`config.mk`:
```
export PLATFORM = sky130hd
export DESIGN_NAME = mp_ref_monitor
export DESIGN_NICKNAME = d
export VERILOG_FILES = /design/src/rtl/mpm_pkg.sv /design/src/rtl/mpm_cfg_sel.sv /design/src/rtl/mpm_window_ctr.sv /design/src/rtl/mpm_zone_cls.sv /design/src/rtl/mpm_decision.sv /design/src/rtl/mp_ref_monitor.sv
export SDC_FILE = /design/constraint.sdc
export NUM_CORES = 1
export LEC_CHECK = 0
export BUFFER_PORTS_ARGS = -buffer_cell sky130_fd_sc_hd__buf_2
export CORE_MARGIN = 2
export CORE_UTILIZATION = 45
export DETAILED_ROUTE_END_ITERATION = 8
export PLACE_DENSITY_LB_ADDON = 0.05
export SETUP_SLACK_MARGIN = 0.05
export SLEW_MARGIN = 20
export SYNTH_ARGS = -nofsm -noshare
export SYNTH_HDL_FRONTEND = slang
export SYNTH_SLANG_ARGS = --single-unit
```
`constraint.sdc`:
```
create_clock -name clk_i -period 11.8 [get_ports clk_i]
set_clock_uncertainty 0.2 [all_clocks]
set_input_delay 0.59 -clock clk_i [delete_from_list [all_inputs] [get_ports clk_i]]
set_output_delay 0.59 -clock clk_i [all_outputs]
set_load 0.01 [all_outputs]
```
`src/rtl/mpm_pkg.sv`:
```
package mpm_pkg;
  localparam int unsigned CFG_W  = 32;
  localparam int unsigned HALF_W = CFG_W / 2;
  localparam int unsigned NFLD   = 5;
  localparam int unsigned F_WIN  = 0;
  localparam int unsigned F_NHI  = 1;
  localparam int unsigned F_FHI  = 2;
  localparam int unsigned F_NLO  = 3;
  localparam int unsigned F_FLO  = 4;

  typedef logic [NFLD-1:0][CFG_W-1:0] cfg_t;

  typedef enum logic [1:0] {
    ZONE_IN   = 2'd0,
    ZONE_GREY = 2'd1,
    ZONE_OUT  = 2'd2
  } zone_e;
endpackage

```
`src/rtl/mpm_cfg_sel.sv`:
```
module mpm_cfg_sel
  import mpm_pkg::*;
#(
  parameter cfg_t DEF_CFG = '0
) (
  input  logic              clk_i,
  input  logic              rst_ni,
  input  logic              load_i,
  input  logic              use_prog_i,
  input  logic [HALF_W-1:0] lo_half_i [NFLD],
  input  logic [HALF_W-1:0] hi_half_i [NFLD],
  output cfg_t              cfg_o
);
  cfg_t prog_w;
  cfg_t cfg_q;

  for (genvar f = 0; f < NFLD; f++) begin : g_fld
    assign prog_w[f] = {hi_half_i[f], lo_half_i[f]};
  end

  always_ff @(posedge clk_i or negedge rst_ni) begin
    if (!rst_ni)     cfg_q <= DEF_CFG;
    else if (load_i) cfg_q <= use_prog_i ? prog_w : DEF_CFG;
  end

  assign cfg_o = cfg_q;
endmodule

```
`src/rtl/mpm_window_ctr.sv`:
```
module mpm_window_ctr
  import mpm_pkg::*;
#(
  parameter int unsigned CNT_W = 32
) (
  input  logic             clk_i,
  input  logic             rst_ni,
  input  logic             ref_pulse_i,
  input  logic [CFG_W-1:0] win_i,
  output logic             start_o,
  output logic             done_o,
  output logic             sat_o,
  output logic [CNT_W-1:0] cnt_o
);
  logic             armed_q;
  logic [CFG_W-1:0] ref_q;
  logic [CNT_W-1:0] meas_q;
  logic [CFG_W:0]   win_eff;
  logic [CFG_W:0]   ref_next;
  logic             end_hit;
  logic             sat_hit;

  always_comb begin
    win_eff  = (win_i == '0) ? (CFG_W+1)'(1) : {1'b0, win_i};
    ref_next = {1'b0, ref_q} + (CFG_W+1)'(1);
    end_hit  = armed_q && ref_pulse_i && (ref_next >= win_eff);
    // saturation only when the window did not close this cycle
    sat_hit  = armed_q && !end_hit && (&meas_q);
    start_o  = (!armed_q && ref_pulse_i) || end_hit || sat_hit;
  end

  always_ff @(posedge clk_i or negedge rst_ni) begin
    if (!rst_ni) begin
      armed_q <= 1'b0;
      ref_q   <= '0;
      meas_q  <= '0;
    end else if (start_o) begin
      armed_q <= 1'b1;
      ref_q   <= '0;
      meas_q  <= CNT_W'(1);
    end else if (armed_q) begin
      meas_q <= meas_q + CNT_W'(1);
      if (ref_pulse_i) ref_q <= ref_q + CFG_W'(1);
    end
  end

  assign done_o = end_hit || sat_hit;
  assign sat_o  = sat_hit;
  assign cnt_o  = meas_q;
endmodule

```
`src/rtl/mpm_zone_cls.sv`:
```
module mpm_zone_cls
  import mpm_pkg::*;
#(
  parameter int unsigned CNT_W = 32
) (
  input  logic [CNT_W-1:0] cnt_i,
  input  logic             sat_i,
  input  logic [CFG_W-1:0] nhi_i,
  input  logic [CFG_W-1:0] fhi_i,
  input  logic [CFG_W-1:0] nlo_i,
  input  logic [CFG_W-1:0] flo_i,
  output zone_e            zone_o
);
  logic [CFG_W-1:0] val;

  always_comb begin
    val = CFG_W'(cnt_i);
    if (sat_i || (val > fhi_i) || (val < flo_i)) zone_o = ZONE_OUT;
    else if ((val >= nlo_i) && (val <= nhi_i))   zone_o = ZONE_IN;
    else                                         zone_o = ZONE_GREY;
  end
endmodule

```
`src/rtl/mpm_decision.sv`:
```
module mpm_decision
  import mpm_pkg::*;
(
  input  logic  clk_i,
  input  logic  rst_ni,
  input  logic  meas_i,
  input  zone_e zone_i,
  output logic  valid_o,
  output logic  done_o,
  output logic  chg_o
);
  logic valid_q, pend_q, done_q, chg_q;
  logic vote;

  // a vote is a measurement that calls for leaving the present status
  assign vote = valid_q ? (zone_i == ZONE_OUT) : (zone_i == ZONE_IN);

  always_ff @(posedge clk_i or negedge rst_ni) begin
    if (!rst_ni) begin
      valid_q <= 1'b0;
      pend_q  <= 1'b0;
      done_q  <= 1'b0;
      chg_q   <= 1'b0;
    end else begin
      done_q <= meas_i;
      chg_q  <= 1'b0;
      if (meas_i) begin
        if (vote && pend_q) begin
          valid_q <= !valid_q;
          pend_q  <= 1'b0;
          chg_q   <= 1'b1;
        end else begin
          pend_q <= vote;
        end
      end
    end
  end

  assign valid_o = valid_q;
  assign done_o  = done_q;
  assign chg_o   = chg_q;
endmodule

```
`src/rtl/mp_ref_monitor.sv`:
```
module mp_ref_monitor
  import mpm_pkg::*;
#(
  parameter int unsigned      CNT_W   = 32,
  // defaults: 8 kHz reference, 10 s window, 100 MHz measurement clock
  parameter logic [CFG_W-1:0] DEF_WIN = 32'd80_000,
  parameter logic [CFG_W-1:0] DEF_NHI = 32'd1_000_009_200,
  parameter logic [CFG_W-1:0] DEF_FHI = 32'd1_000_012_000,
  parameter logic [CFG_W-1:0] DEF_NLO = 32'd999_990_800,
  parameter logic [CFG_W-1:0] DEF_FLO = 32'd999_988_000
) (
  input  logic              clk_i,
  input  logic              rst_ni,
  input  logic              ref_pulse_i,
  input  logic              use_prog_i,
  input  logic [HALF_W-1:0] win_l_i,
  input  logic [HALF_W-1:0] win_u_i,
  input  logic [HALF_W-1:0] nhi_l_i,
  input  logic [HALF_W-1:0] nhi_u_i,
  input  logic [HALF_W-1:0] fhi_l_i,
  input  logic [HALF_W-1:0] fhi_u_i,
  input  logic [HALF_W-1:0] nlo_l_i,
  input  logic [HALF_W-1:0] nlo_u_i,
  input  logic [HALF_W-1:0] flo_l_i,
  input  logic [HALF_W-1:0] flo_u_i,
  output logic              valid_o,
  output logic              done_o,
  output logic              chg_o
);
  localparam cfg_t DEF_CFG = {DEF_FLO, DEF_NLO, DEF_FHI, DEF_NHI, DEF_WIN};

  logic [HALF_W-1:0] lo_half [NFLD];
  logic [HALF_W-1:0] hi_half [NFLD];
  cfg_t              cfg_w;
  logic              start_w, done_w, sat_w;
  logic [CNT_W-1:0]  cnt_w;
  zone_e             zone_w;
  zone_e             zone_q;
  logic              meas_q;

  assign lo_half[F_WIN] = win_l_i;  assign hi_half[F_WIN] = win_u_i;
  assign lo_half[F_NHI] = nhi_l_i;  assign hi_half[F_NHI] = nhi_u_i;
  assign lo_half[F_FHI] = fhi_l_i;  assign hi_half[F_FHI] = fhi_u_i;
  assign lo_half[F_NLO] = nlo_l_i;  assign hi_half[F_NLO] = nlo_u_i;
  assign lo_half[F_FLO] = flo_l_i;  assign hi_half[F_FLO] = flo_u_i;

  mpm_cfg_sel #(.DEF_CFG(DEF_CFG)) u_cfg (
    .clk_i      (clk_i),
    .rst_ni     (rst_ni),
    .load_i     (start_w),
    .use_prog_i (use_prog_i),
    .lo_half_i  (lo_half),
    .hi_half_i  (hi_half),
    .cfg_o      (cfg_w)
  );

  mpm_window_ctr #(.CNT_W(CNT_W)) u_win (
    .clk_i       (clk_i),
    .rst_ni      (rst_ni),
    .ref_pulse_i (ref_pulse_i),
    .win_i       (cfg_w[F_WIN]),
    .start_o     (start_w),
    .done_o      (done_w),
    .sat_o       (sat_w),
    .cnt_o       (cnt_w)
  );

  // judged with the limits of the closing window, before reload
  mpm_zone_cls #(.CNT_W(CNT_W)) u_cls (
    .cnt_i  (cnt_w),
    .sat_i  (sat_w),
    .nhi_i  (cfg_w[F_NHI]),
    .fhi_i  (cfg_w[F_FHI]),
    .nlo_i  (cfg_w[F_NLO]),
    .flo_i  (cfg_w[F_FLO]),
    .zone_o (zone_w)
  );

  always_ff @(posedge clk_i or negedge rst_ni) begin
    if (!rst_ni) begin
      meas_q <= 1'b0;
      zone_q <= ZONE_GREY;
    end else begin
      meas_q <= done_w;
      if (done_w) zone_q <= zone_w;
    end
  end

  mpm_decision u_dec (
    .clk_i   (clk_i),
    .rst_ni  (rst_ni),
    .meas_i  (meas_q),
    .zone_i  (zone_q),
    .valid_o (valid_o),
    .done_o  (done_o),
    .chg_o   (chg_o)
  );
endmodule

```
Word level (Yosys, flattened, before mapping)
Index checks and enable logic that the tools add are counted.

word-level totals
  logic and storage cells = 58
  register bits = 232

cells by class
  magnitude comparators = 5
  reductions and logical operators = 22
  equality and inequality tests = 1
  mux-type cells = 13
  add/subtract/negate cells = 3

operators by type and width
  cell                   number
  $mux 32                6
  $mux 160               1
  $add 32x1->32 const B  2
  $add 32x1->33 const B  1
  $ge 33x33->1           1
  $ge 32x32->1           1
  $gt 32x32->1           1
  $le 32x32->1           1
  $logic_not 32->1       1
  $lt 32x32->1           1
  $reduce_and 32->1      1
  $logic_and 1x1->1      7
  $logic_or 1x1->1       5
  $mux 1                 5
  $reduce_and 2->1       2
  $reduce_bool 2->1      2
  $logic_not 1->1        3
  $eq 2x2->1 const B     1
  $logic_not 2->1        1
  $mux 2                 1

Longest topological paths before layout
Gate-level depths: netlist (run 1).

  word-level depth = 10
  gate-level depth with buffers = 21

Cells and area by module
From an unflattened synthesis (run 1), not the netlist that was laid out.

second synthesis, totals
  cells, all modules = 1653
  area, all modules = 14592.7 µm²

modules (own cells, without submodules)
  module          times used  sequential area each (µm²)  area each (µm²)  cells an instance
  mpm_cfg_sel     1           4091.4                      6673.9           693
  mpm_window_ctr  1           1626.6                      4456.8           502
  mpm_zone_cls    1           0.0                         3210.6           441
  mpm_decision    1           100.1                       152.6            12
  mp_ref_monitor  1           76.3                        98.8             5

Least setup slack after synthesis (run 1)
Ideal clock, no wire load.

  kind = register to register
  from = register u_win.ref_q[8]
  to = register u_cfg.cfg_q, in the netlist u_cfg.cfg_o[101]
  setup slack = 7.392 ns
  data required time = 11.477 ns
  period minus slack after synthesis = 4.408 ns
  data arrival time = 4.085 ns
  stages on the path, launching flop included = 22
  library setup time = 0.123 ns
  path buffers = 6
  cells stage by stage = dfrtp_1 buf_2 nand4_2 or4_4 or3_1 buf_2 nor2_1 nand3_1 xnor2_1 ha_1 a211oi_1 nor2_1 nor3_1 nor2_1 o41ai_1 and4b_1 buf_6 a21oi_2 buf_4 buf_12 buf_12 mux2i_1

between the ends
  longest elaborated chain between the ends = 7
  elaborated cells on any way between the ends = 8
  those cells by class = 1 x add/sub; 1 x order compare; 6 x reduce/logical

RTL lines
  item                            RTL line              source
  start: declaration              mpm_window_ctr.sv:16  logic [CFG_W-1:0] ref_q;
  start signal: assignment        mpm_window_ctr.sv:43  if (ref_pulse_i) ref_q <= ref_q + CFG_W'(1);
  $add 32x1->33 (*)               mpm_window_ctr.sv:25  ref_next = {1'b0, ref_q} + (CFG_W+1)'(1);
  $ge 33x33->1 (*)                mpm_window_ctr.sv:26  end_hit = armed_q && ref_pulse_i && (ref_next >= win_eff);
  $logic_and 1x1->1 (*)           mpm_window_ctr.sv:26
  $logic_not 1->1                 mpm_window_ctr.sv:28  sat_hit = armed_q && !end_hit && (&meas_q);
  $logic_and 1x1->1 (2 in a row)  mpm_window_ctr.sv:28
  $logic_or 1x1->1 (*)            mpm_window_ctr.sv:29  start_o = (!armed_q && ref_pulse_i) || end_hit || sat_hit;
  end signal: assignment          mpm_cfg_sel.sv:23     else if (load_i) cfg_q <= use_prog_i ? prog_w : DEF_CFG;
  end: declaration                mpm_cfg_sel.sv:15     cfg_t cfg_q;

Every way passes the cells marked *; elsewhere a longest branch is shown, timed or not.
A chain may end at the register's enable or synchronous reset.

Worst setup path after layout (run 1)
  from = register u_win.ref_q[8]
  to = register u_cfg.cfg_q, in the netlist u_cfg.cfg_o[137]

Same word-level chain as after synthesis.

==> results.sh, run 1 <==
export IMPL_status="complete, no violations"
export IMPL_die_h_um=184
export IMPL_start_kind="register"
export IMPL_seqCellArea_sq_um=5894
export IMPL_post_cts_resized=0
export IMPL_dp_hpwl_mm=25.42
export IMPL_rsz0062_at_grt="false"
export IMPL_first_global_vias=10700
export IMPL_swShare=0.3353
export IMPL_grt_pass1_wl_mm=56.84
export IMPL_setup_tns_final_ns=0
export IMPL_n_antenna_cell=0
export IMPL_netlist_area_sq_um=14580
export IMPL_p_sw_mw=1.073
export IMPL_tritoncts="built"
export IMPL_stdcell_count=2057
export IMPL_rr_worst_depth=15
export IMPL_syn_nets=1810
export IMPL_place_gp_congestion=0.8536
export IMPL_synth_largest_area_cell="dfrtp_1"
export IMPL_pin_count=167
export IMPL_critPathKind="register to register"
export IMPL_drc=0
export IMPL_hold_class="input port to register"
export IMPL_final_period_utilization=0.4620
export IMPL_ys_seq_area_frac=0.4043
export IMPL_dp_cells=2004
export IMPL_post_route_util=0.5219
export IMPL_design_area_sq_um=16550
export IMPL_dpl_worst_slack_ns=6.439
export IMPL_highest_signal_layer="met4"
export IMPL_async_flop_share=1.000
export IMPL_cts_clk_slew_worst_paths_ns=0.06
export IMPL_drive_gt1_frac=0.1819
export IMPL_avgSynthCellArea_sq_um=9.818
export IMPL_grt_ovfl_total=0
export IMPL_fin_nets=1958
export IMPL_clockRootBuffer="clkbuf_16"
export IMPL_setup_violations_final=0
export IMPL_grt_max_degree=162
export IMPL_timing_worst_slew_pin_value_ns=1.357
export IMPL_cts_htree_levels=1
export IMPL_yosys_warnings=0
export IMPL_wl_per_cell_um=17.11
export IMPL_ys_ff_latch=232
export IMPL_start_util=0.4597
export IMPL_io_buffer_count=166
export IMPL_worst_setup_path_end_kind="register"
export IMPL_die_area_sq_um=33860
export IMPL_synth_edff_count=0
export IMPL_p_comb_frac=0.327
export IMPL_vias=10630
export IMPL_synth_area_top_cells="dfrtp_1, ha_1, dfstp_2"
export IMPL_layout_common_cells="inv_1, nand2_1, mux2i_1, buf_2"
export IMPL_wl_met1_mm=16.11
export IMPL_final_common_cell="inv_1"
export IMPL_ys_types=56
export IMPL_cap_violations=0
export IMPL_p_leak_nw=8.230
export IMPL_drtIter0Drc=479
export IMPL_fmax_ghz=0.1834
export IMPL_wl_met3_mm=1.122
export IMPL_crit_path_max_fanout=161
export IMPL_fillers=3010
export IMPL_worst_slack_ns=6.348
export IMPL_power_mw=3.200
export IMPL_worstPathRequired_ns=12.05
export IMPL_internal_power_mw=2.127
export IMPL_core_area_sq_um=31720
export IMPL_grt_util_all_layers=0.2118
export IMPL_cts_buffer_depth=3
export IMPL_drtPass1Iterations=5
export IMPL_postSynthCellCount=1485
export IMPL_area_growth_pct=13.54
export IMPL_synth_top_flop_cell="dfrtp_1"
export IMPL_placed_area_sq_um=15560
export IMPL_period_needed_ns=5.452
export IMPL_dr_wl_met2_mm=17.00
export IMPL_arrival_ns=5.70
export IMPL_hold_viol=0
export IMPL_antenna_found_initial=0
export IMPL_pwr_share_seq=0.386
export IMPL_maxSlewViolCount=0
export IMPL_max_slew_margin_rel=0.09518
export IMPL_vdd_ir_drop_max_v=0.0002113
export IMPL_fp_dieW_um=184
export IMPL_yosysTopAreaCellShare=0.2763
export IMPL_totalWireLength_mm=35.19
export IMPL_multi_input_area_sq_um=7611
export IMPL_clkLatencyLatePin_ns=0.55
export IMPL_core_rowCount=65
export IMPL_cts_buffers=28
export IMPL_postRouteAntennaNets=0
export IMPL_power_density_nw_per_um2=193.3
export IMPL_whs_path_depth=3
export IMPL_power_clock_fraction=0.287
export IMPL_cts_sinks=232
export IMPL_hold_ws_ns=0.08975
export IMPL_viasPerCell=5.169
[power by group through the flow]
stage | logic [mW] | registers, mW | clock network, mW
6_report | 1.05 | 1.24 | 0.918
5_1_grt | 1.20 | 1.27 | 0.979
4_1_cts | 1.06 | 1.24 | 0.948
3_5_place_dp | 1.05 | 1.25 | 0
3_3_place_gp | 1.03 | 1.25 | 0
2_1_floorplan | 0.839 | 1.21 | 0
[logic make-up after synthesis]
| family | Yosys count | synth area share |
|---|---|---|
| AOI/OAI and AO/OA | 165 | 0.07269 |
| xor gates and xnor gates | 66 | 0.03965 |
| adders and majority gates | 161 | 0.1382 |
| buffers and inverters | 227 | 0.07457 |
| DFF | 232 | 0.4043 |
| muxes | 164 | 0.1126 |
| and+or+nand+nor | 470 | 0.1581 |
[critical path, cell delays in order (launching register included)]
cell,delay (ns)
dfrtp_1,0.45
nand4_2,0.18
or4_4,0.60
or2_2,0.37
nor4_1,0.55
xor2_1,0.14
ha_1,0.33
nand2_1,0.07
nor4_1,0.46
nand2_1,0.10
nor3_1,0.17
o41ai_1,0.08
and4b_1,0.22
a21oi_4,0.17
buf_12,0.51
mux2i_1,0.32
[routing by layer]
metal / global-route usage / up-vias
met5: 0 / -
li1: - / 5361
met2: 0.3623 / 189
met3: 0.02694 / 56
met4: 0.05760 / 0
met1: 0.2826 / 5026
[cells in the mapped netlist (21+ instances only)]
cell type  number
o21ai_0        45
nand4_1        36
nor4_1         21
xnor2_1        27
xor2_1         39
dfrtp_1       161
dfstp_2        71
nand2_1       165
a21oi_1        46
mux2i_1       164
ha_1          161
nor2b_1        79
nand3_1        46
clkbuf_1       29
inv_1         171
nor2_1         74
[worst paths after layout]
path	startpoint	slack [ns]	end
min reg2reg	meas_q	0.22	u_dec.done_o
min in group asynchronous	rst_ni	0.48	u_cfg.cfg_o[18]
min	fhi_u_i[2]	0.09	u_cfg.cfg_o[82]
max	u_win.ref_q[8]	6.35	u_cfg.cfg_o[137]
max reg2reg	u_win.ref_q[8]	6.35	u_cfg.cfg_o[137]
max in group asynchronous	rst_ni	9.38	u_cfg.cfg_o[95]
[sequential cells by signal, summed over array words and instances, names as in the netlist]
| signal | count |
|---|---|
| u_win.ref_q | 32 |
| u_dec.chg_o | 1 |
| u_win.cnt_o | 32 |
| u_dec.done_o | 1 |
| u_cfg.cfg_o | 160 |
| u_win.armed_q | 1 |
| zone_q | 2 |
| u_dec.valid_o | 1 |
| u_dec.pend_q | 1 |
| meas_q | 1 |
[area by class of cell]
type,instances,area share
Multi-Input combinational cell,1026,0.4598
Sequential cell,232,0.3561
Timing Repair Buffer,174,0.05548
Clock buffer,38,0.04709
Inverter,171,0.03877
Tap cell,402,0.03038
Clock inverter,14,0.01247
[what timing repair did]
item | 4_1_cts | 5_1_grt
endpoints found under the hold margin | 72 | 0
setup endpoints to repair | 0 | 0
hold buffers | 1 | 0
setup buffers | 0 | 0
Note: power is estimated with default switching activity, not from simulation.
==> inputs of run 2 (changes only) <==
clock period = 5.1 ns   (was 11.8 ns; I/O delays follow)
==> results.sh, run 2 (synthesis results as in run 1) <==
export IMPL_status="complete, no violations"
export IMPL_core_rowCount=65
export IMPL_viasPerCell=5.029
export IMPL_cts_buffers=28
export IMPL_p_sw_mw=2.496
export IMPL_first_global_vias=11500
export IMPL_placed_area_sq_um=15750
export IMPL_rsz0062_at_grt="false"
export IMPL_layout_common_cells="inv_1, nand2_1, mux2i_1, buf_2, dlygate4sd3_1"
export IMPL_dpl_worst_slack_ns=0.05868
export IMPL_setup_tns_final_ns=0
export IMPL_maxSlewViolCount=0
export IMPL_swShare=0.3388
export IMPL_cts_htree_levels=1
export IMPL_die_area_sq_um=33860
export IMPL_setup_violations_final=0
export IMPL_worst_slack_ns=0.4265
export IMPL_totalWireLength_mm=36.74
export IMPL_start_util=0.4597
export IMPL_holdCritStartpoint="use_prog_i"
export IMPL_max_slew_margin_rel=0.3377
export IMPL_grt_pass1_wl_mm=59.81
export IMPL_grt_util_all_layers=0.2234
export IMPL_design_area_sq_um=18300
export IMPL_internal_power_mw=4.871
export IMPL_pin_count=167
export IMPL_io_buffer_count=166
export IMPL_antenna_found_initial=0
export IMPL_hold_path_endpoint="u_cfg.cfg_o[134]"
export IMPL_cap_violations=0
export IMPL_fp_dieW_um=184
export IMPL_whs_path_depth=3
export IMPL_clockRootBuffer="clkbuf_16"
export IMPL_hold_class="input port to register"
export IMPL_fmax_ghz=0.2140
export IMPL_fin_nets=2133
export IMPL_drtPass1Iterations=4
export IMPL_stdcell_count=2231
export IMPL_cp_num_buf_inv=3
export IMPL_final_common_cell="inv_1"
export IMPL_cts_sinks=232
export IMPL_reg2reg_slack_ns=0.43
export IMPL_worst_setup_path_end_kind="register"
export IMPL_pwr_share_seq=0.388
export IMPL_path_depth=18
export IMPL_vdd_ir_drop_max_v=0.0002541
export IMPL_critPathKind="register to register"
export IMPL_wl_per_cell_um=16.47
export IMPL_worstPathRequired_ns=5.36
export IMPL_fillers=2827
export IMPL_crit_family="simple AND/OR/NAND/NOR gates"
export IMPL_arrival_ns=4.94
export IMPL_final_period_utilization=0.9164
export IMPL_core_area_sq_um=31720
export IMPL_reg2reg_to="u_cfg.cfg_o[53]"
export IMPL_cp_slowest_stage_delay_ns=0.46
export IMPL_tritoncts="built"
export IMPL_crit_path_max_fanout=25
export IMPL_cts_clk_slew_worst_paths_ns=0.06
export IMPL_place_gp_congestion=0.8425
export IMPL_drtIter0Drc=467
export IMPL_post_route_util=0.5768
export IMPL_cts_buffer_depth=3
export IMPL_grt_ovfl_total=0
export IMPL_postRouteAntennaNets=0
export IMPL_dp_cells=2018
export IMPL_timing_worst_slew_pin_value_ns=0.9890
export IMPL_rr_worst_depth=18
export IMPL_largest_reg_flops=160
export IMPL_path_cells="ha_1 -> nand2_1 -> or2_2 -> nor3_1 -> nand3_1 -> xnor2_1 -> ha_1 -> nand4_1 -> nor4_2 -> buf_4 -> nand2_1 -> nor3_1 -> o41ai_1 -> and4b_2 -> a21oi_4 -> buf_12 -> buf_12 -> mux2i_1"
export IMPL_area_growth_pct=25.49
export IMPL_clkLatencyLatePin_ns=0.55
export IMPL_hold_viol=0
export IMPL_hold_ws_ns=0.04216
export IMPL_die_h_um=184
export IMPL_power_clock_fraction=0.259
export IMPL_drive_gt1_frac=0.1739
export IMPL_cp_slowest_cell="dfrtp_1"
export IMPL_power_mw=7.368
export IMPL_r2r_start="u_win.ref_q[0]"
export IMPL_period_needed_ns=4.674
export IMPL_vias=11220
export IMPL_grt_max_degree=105
export IMPL_start_kind="register"
export IMPL_dp_hpwl_mm=26.35
export IMPL_p_leak_nw=8.954
export IMPL_post_cts_setup_buffer_count=0
export IMPL_drc=0
export IMPL_p_comb_frac=0.353
export IMPL_n_antenna_cell=0
export IMPL_power_density_nw_per_um2=402.7
[run 2: cell count changes in the layout (fill, tap and decap cells not counted), sizes merged]
cell         change
bufinv           -5
buf             +14
dlygate4sd3    +161
clkinvlp         -2
clkinv           -4
clkbuf          +10
[run 2: cell type report]
| class | instances | area, sq um | share of cell area |
|---|---|---|---|
| clock inverters | 3 | 17.52 | 0.0009574 |
| inverters | 171 | 641.9 | 0.03508 |
| well taps | 402 | 503.0 | 0.02749 |
| multi-input cells | 1026 | 7644 | 0.4178 |
| repair buffers | 349 | 2726 | 0.1490 |
| clock buffers | 48 | 867.1 | 0.04739 |
| flip-flops and latches | 232 | 5897 | 0.3223 |
[run 2: worst min-delay path: cells and delay by family]
family / cells / cell delay [ns]
buffers and inverters: 1 / 0.29
multiplexers: 1 / 0.06
AND/OR/NAND/NOR: 1 / 0.13
[run 2: power groups by stage]
stage          logic (mW)  registers [mW]  clock network (mW)
4_1_cts              2.63            2.86                1.96
2_1_floorplan        1.94            2.81                   0
5_1_grt              3.00            2.93                2.04
3_3_place_gp         2.45            2.88                   0
6_report             2.60            2.86                1.91
3_5_place_dp         2.51            2.89                   0
[run 2: timing repair]
item,CTS,global route
setup endpoints to repair,1,203
gates cloned,0,0
hold endpoints to repair,233,0
resized for setup,1,9
hold buffers,162,0
[run 2: per-layer routing]
metal / up-vias / GRT usage / wire, um
met3: 42 / 0.02674 / 1018
met5: - / 0 / 0
met2: 163 / 0.4006 / 18230
li1: 5721 / - / -
met4: 0 / 0.04736 / 744
met1: 5293 / 0.2892 / 16760
[run 2: worst max path at each step]
| stage | startpoint | end |
|---|---|---|
| after floorplan | u_win.ref_q[8] | u_cfg.cfg_o[101] |
| after global placement | u_win.ref_q[8] | zone_q[0] |
| after detailed placement | u_win.ref_q[8] | zone_q[0] |
| after CTS | u_win.ref_q[8] | u_cfg.cfg_o[53] |
| after global routing | u_win.ref_q[0] | u_cfg.cfg_o[53] |
| final | u_win.ref_q[0] | u_cfg.cfg_o[53] |
==> inputs of run 3 (changes only) <==
PLACE_DENSITY = 0.61   (was not set)
PLACE_DENSITY_LB_ADDON = not set   (was 0.05)
SYNTH_HIERARCHICAL = 1   (was not set)
==> results.sh, run 3 <==
export IMPL_status="complete, no violations"
export IMPL_ys_types=67
export IMPL_maxSlewViolCount=0
export IMPL_first_global_vias=12520
export IMPL_hold_viol=0
export IMPL_clockRootBuffer="clkbuf_16"
export IMPL_totalWireLength_mm=40.56
export IMPL_rr_worst_depth=21
export IMPL_cp_slowest_stage_delay_ns=0.52
export IMPL_largest_reg_flops=160
export IMPL_start_kind="register"
export IMPL_reg2reg_slack_ns=0.33
export IMPL_avgSynthCellArea_sq_um=8.828
export IMPL_die_h_um=184.1
export IMPL_wl_per_cell_um=16.93
export IMPL_p_leak_nw=9.584
export IMPL_timing_worst_slew_pin_value_ns=0.9936
export IMPL_io_buffer_count=166
export IMPL_rsz0062_at_grt="true"
export IMPL_synth_top_flop_cell="dfrtp_1"
export IMPL_period_needed_ns=4.771
export IMPL_clkLatencyLatePin_ns=0.55
export IMPL_synth_area_top_cells="dfrtp_1, ha_1, dfstp_2"
export IMPL_cts_buffer_depth=3
export IMPL_synth_common_cells="inv_1, dfrtp_1, ha_1, nand3_1, nor2_1"
export IMPL_drtPass1Iterations=5
export IMPL_dp_hpwl_mm=27.43
export IMPL_start_util=0.4601
export IMPL_setup_violations_final=0
export IMPL_synth_largest_area_cell="dfrtp_1"
export IMPL_postRouteAntennaNets=0
export IMPL_fillers=2826
export IMPL_n_antenna_cell=0
export IMPL_hold_path_endpoint="u_cfg/cfg_o[30]"
export IMPL_hold_class="input port to register"
export IMPL_cts_sinks=232
export IMPL_worst_setup_path_end_kind="register"
export IMPL_place_gp_congestion=0.8905
export IMPL_fmax_ghz=0.2096
export IMPL_viasPerCell=5.318
export IMPL_syn_nets=1978
export IMPL_reg2reg_to="zone_q[1]"
export IMPL_synth_edff_count=0
export IMPL_crit_top_cell="nand4_1"
export IMPL_power_mw=5.087
export IMPL_cap_violations=0
export IMPL_synth_most_common_cell="inv_1"
export IMPL_cts_clk_slew_worst_paths_ns=0.06
export IMPL_vdd_ir_drop_max_v=0.0002760
export IMPL_postSynthCellCount=1653
export IMPL_dpl_worst_slack_ns=-0.01327
export IMPL_grt_util_all_layers=0.2398
export IMPL_drive_gt1_frac=0.1750
export IMPL_pin_count=167
export IMPL_area_growth_pct=25.75
export IMPL_arrival_ns=5.00
export IMPL_power_density_nw_per_um2=277.2
export IMPL_cp_slowest_cell="or4b_4"
export IMPL_die_area_sq_um=33890
export IMPL_r2r_start="u_win/ref_q[8]"
export IMPL_post_route_util=0.5785
export IMPL_cts_htree_levels=1
export IMPL_fp_dieW_um=184.1
export IMPL_tritoncts="built"
export IMPL_grt_pass1_wl_mm=64.24
export IMPL_fin_nets=2299
export IMPL_grt_ovfl_total=0
export IMPL_core_rowCount=65
export IMPL_final_common_cell="inv_1"
export IMPL_drtIter0Drc=765
export IMPL_whs_path_depth=3
export IMPL_async_flop_share=1.000
export IMPL_antenna_found_initial=0
export IMPL_path_cells="and4_4 -> nand3_1 -> nor3_4 -> and3_4 -> a21boi_0 -> or2_2 -> ha_1 -> nand4_1 -> nor2_2 -> a41o_1 -> a211o_1 -> a31oi_2 -> nor2_1 -> a21oi_2 -> nor2b_1 -> nand4_1 -> or4b_4 -> nor4_4 -> a211oi_2 -> or2_1 -> mux2_2"
export IMPL_worst_slack_ns=0.3293
export IMPL_seqCellArea_sq_um=5894
export IMPL_cts_buffers=28
export IMPL_max_slew_margin_rel=0.3315
export IMPL_worstPathRequired_ns=5.33
export IMPL_ys_ff_latch=232
export IMPL_yosysTopAreaCellShare=0.2761
export IMPL_yosys_warnings=6
export IMPL_critPathKind="register to register"
export IMPL_netlist_area_sq_um=14590
export IMPL_ys_seq_area_frac=0.4039
export IMPL_setup_tns_final_ns=0
export IMPL_multi_input_area_sq_um=7116
export IMPL_crit_path_max_fanout=5
export IMPL_layout_common_cells="inv_1, buf_2, dlygate4sd3_1"
export IMPL_final_period_utilization=0.9354
export IMPL_holdCritStartpoint="use_prog_i"
export IMPL_core_area_sq_um=31720
export IMPL_grt_max_degree=197
export IMPL_drc=0
export IMPL_vias=12740
run 3: worst max path at each step:
stage,from,to,slack [ns],cells after the start
after floorplan,u_win/ref_q[6],zone_q[1],0.20,21
after global routing,u_win/ref_q[6],zone_q[1],0.02,21
final,u_win/ref_q[8],zone_q[1],0.33,21
after CTS,u_win/ref_q[1],zone_q[1],0.05,21
after global placement,u_win/ref_q[1],zone_q[0],0.09,22
after detailed placement,u_win/ref_q[1],zone_q[0],-0.01,22
run 3: cells by family after synthesis:
group,count (synthesis),share of synthesized area
adders and majority gates,161,0.1380
muxes,3,0.002229
buffers and inverters,397,0.1163
xor gates and xnor gates,51,0.03061
AOI/OAI and AO/OA,339,0.1455
and+or+nand+nor,470,0.1634
DFF,232,0.4039
run 3: what timing repair did:
item / 4_1_cts / 5_1_grt
hold buffers: 162 / 0
resized for setup: 2 / 26
endpoints found under the hold margin: 261 / 0
pin swaps: 1 / 12
endpoints found under the setup margin: 2 / 3
buffers inserted: 0 / 10
run 3: final cells by class:
cell class                 instances  share of cell area
timing repair buffer             363              0.1516
sequential                       232              0.3212
tap                              402             0.02741
clock inverter                     4            0.001432
clock buffer                      46             0.04412
multi-input combinational       1024              0.3878
inverter                         325             0.06648
run 3: power breakdown:
group | internal [mW] | total (mW) | switching, mW
sequential | 2.05 | 2.21 | 0.160
clock | 1.07 | 1.85 | 0.773
combinational | 0.478 | 1.03 | 0.552
total | 3.60 | 5.09 | 1.49
run 3: metal layers:
metal  vias to the layer above  global-route usage  wire (um)
met5                         -                   0          0
met4                         0             0.08576       1530
met3                        92             0.03011       1658
met2                       321              0.4143      19540
met1                      6053              0.3089      17830
li1                       6277                   -          -
run 3: critical path, delay by kind of cell, from the launching register on:
family / cells / cell delay (ns)
adders and majority gates: 1 / 0.30
muxes: 1 / 0.26
DFF: 1 / 0.40
and+or+nand+nor: 13 / 2.83
AOI/OAI and AO/OA: 6 / 0.66
run 3: metrics by stage:
stage,hold slack (ns),instances,instance area [sq um]
4_1_cts,0.1194,2386,18160
5_1_grt,0.1492,2396,18350
3_5_place_dp,0.2275,2174,15700
3_3_place_gp,0.2228,2174,15700
2_1_floorplan,-0.2406,1653,14590
6_report,0.1111,2396,18350
